File: src/rtl/pos_tx_pkg.sv
package pos_tx_pkg;

    localparam logic [7:0] HDLC_FLAG = 8'h7E;
    localparam logic [7:0] HDLC_ESC  = 8'h7D;
    localparam logic [7:0] HDLC_FLIP = 8'h20;

    typedef enum logic [2:0] {
        ST_IDLE,
        ST_DATA,
        ST_ESC,
        ST_FCS,
        ST_ABORT
    } tx_st_e;

    function automatic logic needs_esc(input logic [7:0] b);
        return (b == HDLC_FLAG) || (b == HDLC_ESC);
    endfunction

endpackage

File: src/rtl/pos_tx_fcs.sv
module pos_tx_fcs #(
    parameter logic [15:0] POLY16 = 16'h8408,
    parameter logic [31:0] POLY32 = 32'hEDB88320
) (
    input  logic        clk,
    input  logic        rst_n,
    input  logic        clr,
    input  logic        en,
    input  logic        sel32,
    input  logic [7:0]  din,
    output logic [31:0] fcs
);
    logic [31:0] crc_q;
    logic [31:0] nxt32;
    logic [15:0] nxt16;

    always_comb begin
        nxt32 = crc_q;
        nxt16 = crc_q[15:0];
        for (int i = 0; i < 8; i++) begin
            nxt32 = (nxt32[0] ^ din[i]) ? ((nxt32 >> 1) ^ POLY32) : (nxt32 >> 1);
            nxt16 = (nxt16[0] ^ din[i]) ? ((nxt16 >> 1) ^ POLY16) : (nxt16 >> 1);
        end
    end

    always_ff @(posedge clk or negedge rst_n) begin
        if (!rst_n)      crc_q <= '1;
        else if (clr)    crc_q <= '1;
        else if (en)     crc_q <= sel32 ? nxt32 : {16'hFFFF, nxt16};
    end

    assign fcs = ~crc_q;

endmodule

File: src/rtl/pos_tx_scr.sv
module pos_tx_scr #(
    parameter int TAP = 43
) (
    input  logic       clk,
    input  logic       rst_n,
    input  logic       adv,
    input  logic       sel_post,
    input  logic [7:0] din_pre,
    input  logic [7:0] din_post,
    output logic [7:0] dout_pre,
    output logic [7:0] dout_post
);
    logic [TAP-1:0] hist_q;
    logic [TAP-1:0] h_pre;
    logic [TAP-1:0] h_post;

    always_comb begin
        h_pre = hist_q;
        for (int i = 7; i >= 0; i--) begin
            dout_pre[i] = din_pre[i] ^ h_pre[TAP-1];
            h_pre = {h_pre[TAP-2:0], dout_pre[i]};
        end
    end

    always_comb begin
        h_post = hist_q;
        for (int i = 7; i >= 0; i--) begin
            dout_post[i] = din_post[i] ^ h_post[TAP-1];
            h_post = {h_post[TAP-2:0], dout_post[i]};
        end
    end

    always_ff @(posedge clk or negedge rst_n) begin
        if (!rst_n)   hist_q <= '0;
        else if (adv) hist_q <= sel_post ? h_post : h_pre;
    end

endmodule

File: src/rtl/pos_hdlc_tx.sv
module pos_hdlc_tx
    import pos_tx_pkg::*;
#(
    parameter int SCR_TAP = 43
) (
    input  logic       clk,
    input  logic       rst_n,
    input  logic       cfg_fcs_en,
    input  logic       cfg_fcs32,
    input  logic       cfg_scr_en,
    input  logic       cfg_scr_pre,
    input  logic       in_valid,
    input  logic [7:0] in_data,
    input  logic       in_sop,
    input  logic       in_eop,
    input  logic       in_err,
    output logic       in_ready,
    input  logic       out_en,
    output logic [7:0] out_data
);
    localparam int FCS16_BYTES = 2;
    localparam int FCS32_BYTES = 4;
    localparam int IDX_W       = $clog2(FCS32_BYTES);

    tx_st_e          st, st_nxt, ret_q, ret_d;
    logic [7:0]      esc_q, esc_d;
    logic [IDX_W-1:0] idx_q, idx_d;
    logic [7:0]      emit, data_b, fcs_b, out_q;
    logic [7:0]      scr_pre_out, scr_post_out;
    logic [31:0]     fcs_val, fcs_sh;
    logic            take_good, crc_clr, fcs_last, scr_post, scr_pre, scr_adv;
    tx_st_e          tgt;

    assign scr_post = cfg_scr_en && !cfg_scr_pre;
    assign scr_pre  = cfg_scr_en &&  cfg_scr_pre;
    assign data_b   = scr_pre ? scr_pre_out : in_data;
    assign fcs_sh   = fcs_val >> (8 * idx_q);
    assign fcs_b    = fcs_sh[7:0];
    assign fcs_last = cfg_fcs32 ? (idx_q == IDX_W'(FCS32_BYTES - 1))
                                : (idx_q == IDX_W'(FCS16_BYTES - 1));
    assign scr_adv  = scr_post ? out_en : (scr_pre && take_good);

    pos_tx_fcs u_fcs (
        .clk   (clk),
        .rst_n (rst_n),
        .clr   (crc_clr),
        .en    (take_good),
        .sel32 (cfg_fcs32),
        .din   (data_b),
        .fcs   (fcs_val)
    );

    pos_tx_scr #(.TAP(SCR_TAP)) u_scr (
        .clk       (clk),
        .rst_n     (rst_n),
        .adv       (scr_adv),
        .sel_post  (scr_post),
        .din_pre   (in_data),
        .din_post  (emit),
        .dout_pre  (scr_pre_out),
        .dout_post (scr_post_out)
    );

    // State and data registers
    always_ff @(posedge clk or negedge rst_n) begin
        if (!rst_n) begin
            st    <= ST_IDLE;
            ret_q <= ST_IDLE;
            esc_q <= '0;
            idx_q <= '0;
        end else begin
            st    <= st_nxt;
            ret_q <= ret_d;
            esc_q <= esc_d;
            idx_q <= idx_d;
        end
    end

    // Next state, byte choice and FIFO handshake
    always_comb begin
        st_nxt    = st;
        ret_d     = ret_q;
        esc_d     = esc_q;
        idx_d     = idx_q;
        emit      = HDLC_FLAG;
        in_ready  = 1'b0;
        take_good = 1'b0;
        crc_clr   = 1'b0;
        tgt       = ST_IDLE;
        unique case (st)
            ST_IDLE: begin
                crc_clr  = 1'b1;
                idx_d    = '0;
                in_ready = in_valid && !in_sop;
                if (out_en && in_valid && in_sop) st_nxt = ST_DATA;
            end
            ST_DATA: begin
                if (out_en) begin
                    if (!in_valid) begin
                        emit   = HDLC_ESC;
                        st_nxt = ST_ABORT;
                    end else begin
                        in_ready = 1'b1;
                        if (in_err) begin
                            emit   = HDLC_ESC;
                            st_nxt = ST_ABORT;
                        end else begin
                            take_good = 1'b1;
                            tgt = in_eop ? (cfg_fcs_en ? ST_FCS : ST_IDLE) : ST_DATA;
                            if (needs_esc(data_b)) begin
                                emit   = HDLC_ESC;
                                esc_d  = data_b ^ HDLC_FLIP;
                                ret_d  = tgt;
                                st_nxt = ST_ESC;
                            end else begin
                                emit   = data_b;
                                st_nxt = tgt;
                            end
                        end
                    end
                end
            end
            ST_ESC: begin
                if (out_en) begin
                    emit   = esc_q;
                    st_nxt = ret_q;
                end
            end
            ST_FCS: begin
                if (out_en) begin
                    idx_d = idx_q + 1'b1;
                    tgt   = fcs_last ? ST_IDLE : ST_FCS;
                    if (needs_esc(fcs_b)) begin
                        emit   = HDLC_ESC;
                        esc_d  = fcs_b ^ HDLC_FLIP;
                        ret_d  = tgt;
                        st_nxt = ST_ESC;
                    end else begin
                        emit   = fcs_b;
                        st_nxt = tgt;
                    end
                end
            end
            ST_ABORT: begin
                if (out_en) st_nxt = ST_IDLE;
            end
            default: st_nxt = ST_IDLE;
        endcase
    end

    // Output byte register
    always_ff @(posedge clk or negedge rst_n) begin
        if (!rst_n)      out_q <= HDLC_FLAG;
        else if (out_en) out_q <= scr_post ? scr_post_out : emit;
    end

    assign out_data = out_q;

endmodule

File: config.mk
export PLATFORM = sky130hd
export DESIGN_NAME = pos_hdlc_tx
export DESIGN_NICKNAME = d
export VERILOG_FILES = /design/src/rtl/pos_tx_pkg.sv /design/src/rtl/pos_tx_fcs.sv /design/src/rtl/pos_tx_scr.sv /design/src/rtl/pos_hdlc_tx.sv
export SDC_FILE = /design/constraint.sdc
export NUM_CORES = 1
export LEC_CHECK = 0
export BUFFER_PORTS_ARGS = -buffer_cell sky130_fd_sc_hd__buf_2
export CAP_MARGIN = 20
export CORE_MARGIN = 2
export CORE_UTILIZATION = 35
export DETAILED_ROUTE_END_ITERATION = 10
export SLEW_MARGIN = 20
export SYNTH_ARGS = -nofsm -noshare
export SYNTH_HDL_FRONTEND = slang
export SYNTH_SLANG_ARGS = --single-unit
export TNS_END_PERCENT = 20
File: constraint.sdc
create_clock -name clk -period 5.6 [get_ports clk]
set_input_delay 0.28 -clock clk [delete_from_list [all_inputs] [get_ports clk]]
set_output_delay 0.28 -clock clk [all_outputs]
set_load 0.02 [all_outputs]
==> reports/qor.yml <==
outcome: "finished clean"
r2r_cells: 6
gp_congestion: 0.856
drc: 0
final_util_pct: 39.8
path_buf_inv: 0
grt.total_usage_pct: 17.1
hp-class: "input pin to flip-flop"
antenna_found_initial: 0
synthTopCellsByArea: "dfrtp_1 24%, dfstp_2 16%, mux2_2 7.6%"
path_delay_family: "multiplexers"
worstMarginPinSlew_ns: 0.893
n_antenna_cell: 0
grt-ovfl-total: 0
grt_pass1_vias: 4407
pin_count: 28
arrival_ns: 3.27
ant_nets: 0
syn2layout_area_growth_pct: 10.7
hp-start: "in_eop"
start_kind: "flip-flop"
peakVddDrop_uv: 170
totalWireLength_mm: 15.1
port-buffer-count: 27
vias: 4460
timing.max_cap.violations: 0
cts-root-buf: "clkbuf_16"
cts_tree: "done"
cp_slowest_stage_delay_ns: 0.79
min_period_ns: 3.03
synth.most_common_cell: "dfrtp_1"
synth_edf_count: 0
required_ns: 5.84
dieWidth_microns: 137
hpwl_mm: 10.9
synthTopCellsByCount: "60 x dfrtp_1, 51 x xnor2_1, 50 x nor2_1"
p_leak_nw: 2.66
finalCritPeriodShare_pct: 54.2
row_count: 48
syn_inst: 586
r2r-end: "esc_q[0]"
clk_pin_slew_worst_paths_ns: 0.07
holdPathStages: 3
cp-end-kind: "flip-flop"
ys_seq_elements: 98
cts_buffers: 9
clk_path_buf_depth: 2
chipHeight_microns: 137
synth_top_area_share_pct: 24.1
synth_fp_nets: 605
holdPathEnd: "ret_q[1]"
netlist_area_sq_um: 6240
grt_max_degree: 54
ff2ff_setup_slack_ns: 2.57
cp_max_fo: 12
rsz0062_at_grt: "false"
ys_warn_count: 0
crit_chain: "mux4_1, nor4b_4, nand3_2, o21ai_1, o211ai_2, mux2_1"
power_density_nw_per_um2: 461
routedWlPerCell_microns: 18.3
ctsResizeCount: 0
cts_sinks: 98
drv_slew: 0
netlist.top_cell.by_area: "dfrtp_1"
worstSetupStartpoint: "idx_q[0]"
drt_iter0_markers: 345
slew_headroom_pct: 40.3
drtPass1Iterations: 5
cts_max_level: 3
critPathKind: "flip-flop to flip-flop"
synth.distinct_cells: 63
nNetsFinal: 613
cp_slowest_cell: "dfrtp_1"
synth_ff_type: "dfrtp_1"
finalSetupViolCount: 0
reg2reg_from: "idx_q[0]"
clock_latency_ns: 0.36
fillers: 1671
hold_violations: 0
drive_above_1_share_pct: 27.2
grt_pass1_wl_mm: 24.4
initial_core_util_pct: 35.9
via_per_inst: 5.41
avgSynthCellArea_sq_um: 10.6
tns_ns: 0
finClkSkew_ns: 0.00924
dieArea_sq_um: 18900
async_flop_share_pct: 100
core_sq_um: 17400
ys_seq_area_share_pct: 40.1
max_freq_ghz: 0.330
[state kept, by name, summed over array words and instances, names as in the netlist]
signal        cells
st                3
idx_q             2
ret_q             2
u_fcs.crc_q      32
u_scr.hist_q     43
out_data          8
esc_q             8
[per-layer routing]
layer / global-route usage [%] / up-vias / routed length [microns]
met5: 0 / - / 0
met4: 5.50 / 0 / 221
met3: 3.13 / 17 / 850
met2: 26.7 / 145 / 6990
met1: 24.1 / 2213 / 7050
li1: - / 2085 / -
[tightest hold or removal path: stages]
cell and delay (ns):
buf_2 0.10, a31oi_1 0.07, mux2i_1 0.12
[stage by stage]
stage	power [mW]	hold WS (ns)	worst slack (ns)	cell area [sq um]	std cells
detailed placement	2.52	0.344	2.45	6530	805
global placement	2.49	0.339	2.54	6530	805
global route	3.39	0.279	2.37	6900	824
CTS	3.19	0.254	2.43	6860	822
floorplan	2.20	-0.0156	3.30	6240	586
finish	3.18	0.263	2.57	6900	824
[kinds of logic after synthesis]
family	after synthesis	share of synthesized area (%)
buf+inv	49	3.51
mux	60	12.3
xor+xnor	102	18.4
compound gates	123	12.8
simple gates	154	12.9
flops	98	40.1
[how the worst max path moves through the flow]
stage	endpoint	slack, ns	depth (start not counted)
6_report	esc_q[0]	2.57	6
5_1_grt	u_fcs.crc_q[8]	2.37	5
4_1_cts	u_scr.hist_q[24]	2.43	5
3_5_place_dp	u_scr.hist_q[24]	2.45	5
3_3_place_gp	u_scr.hist_q[23]	2.54	5
2_1_floorplan	esc_q[0]	3.30	7
[area by class of cell]
class / instances / area (sq um) / area share [%]
inverter: 10 / 37.5 / 0.544
tap: 225 / 282 / 4.08
timing repair buffer: 36 / 235 / 3.41
clock inverter: 7 / 92.6 / 1.34
multi-input combinational: 439 / 3530 / 51.1
clock buffer: 9 / 225 / 3.26
sequential: 98 / 2500 / 36.2
[where the power goes]
part,leakage (nW),switching [mW],total (mW),internal (mW)
clock network,0.156,0.299,0.658,0.359
logic,1.40,0.711,1.37,0.657
registers,1.10,0.208,1.16,0.948
total,2.66,1.22,3.18,1.96
[repair_timing]
action                                 in CTS  in global routing
hold buffers                                1                  0
setup endpoints to repair                   0                  0
buffers inserted                            0                  0
endpoints found under the hold margin      20                  0
[layout by cell type (no fill, tap or decap), types with 5 or more instances in the layout]
cell and count:
dfrtp_1 60, xnor2_1 51, nor2_1 50, a21oi_1 47, mux2_2 42, dfstp_2 38
nand2_1 34, xor2_1 31, buf_2 26, o21ai_0 16, nand2b_1 12, inv_1 10
mux2i_1 9, clkbuf_16 9, nand3_1 8, xnor2_2 8, nor2b_1 7, a31oi_1 7
o211ai_1 7, nor3_1 7, buf_4 7, xnor2_4 6, mux4_2 5, nand4b_1 5
a21o_1 5, a211oi_1 5, xnor3_1 5
Note: power is estimated with default switching activity, not from simulation.
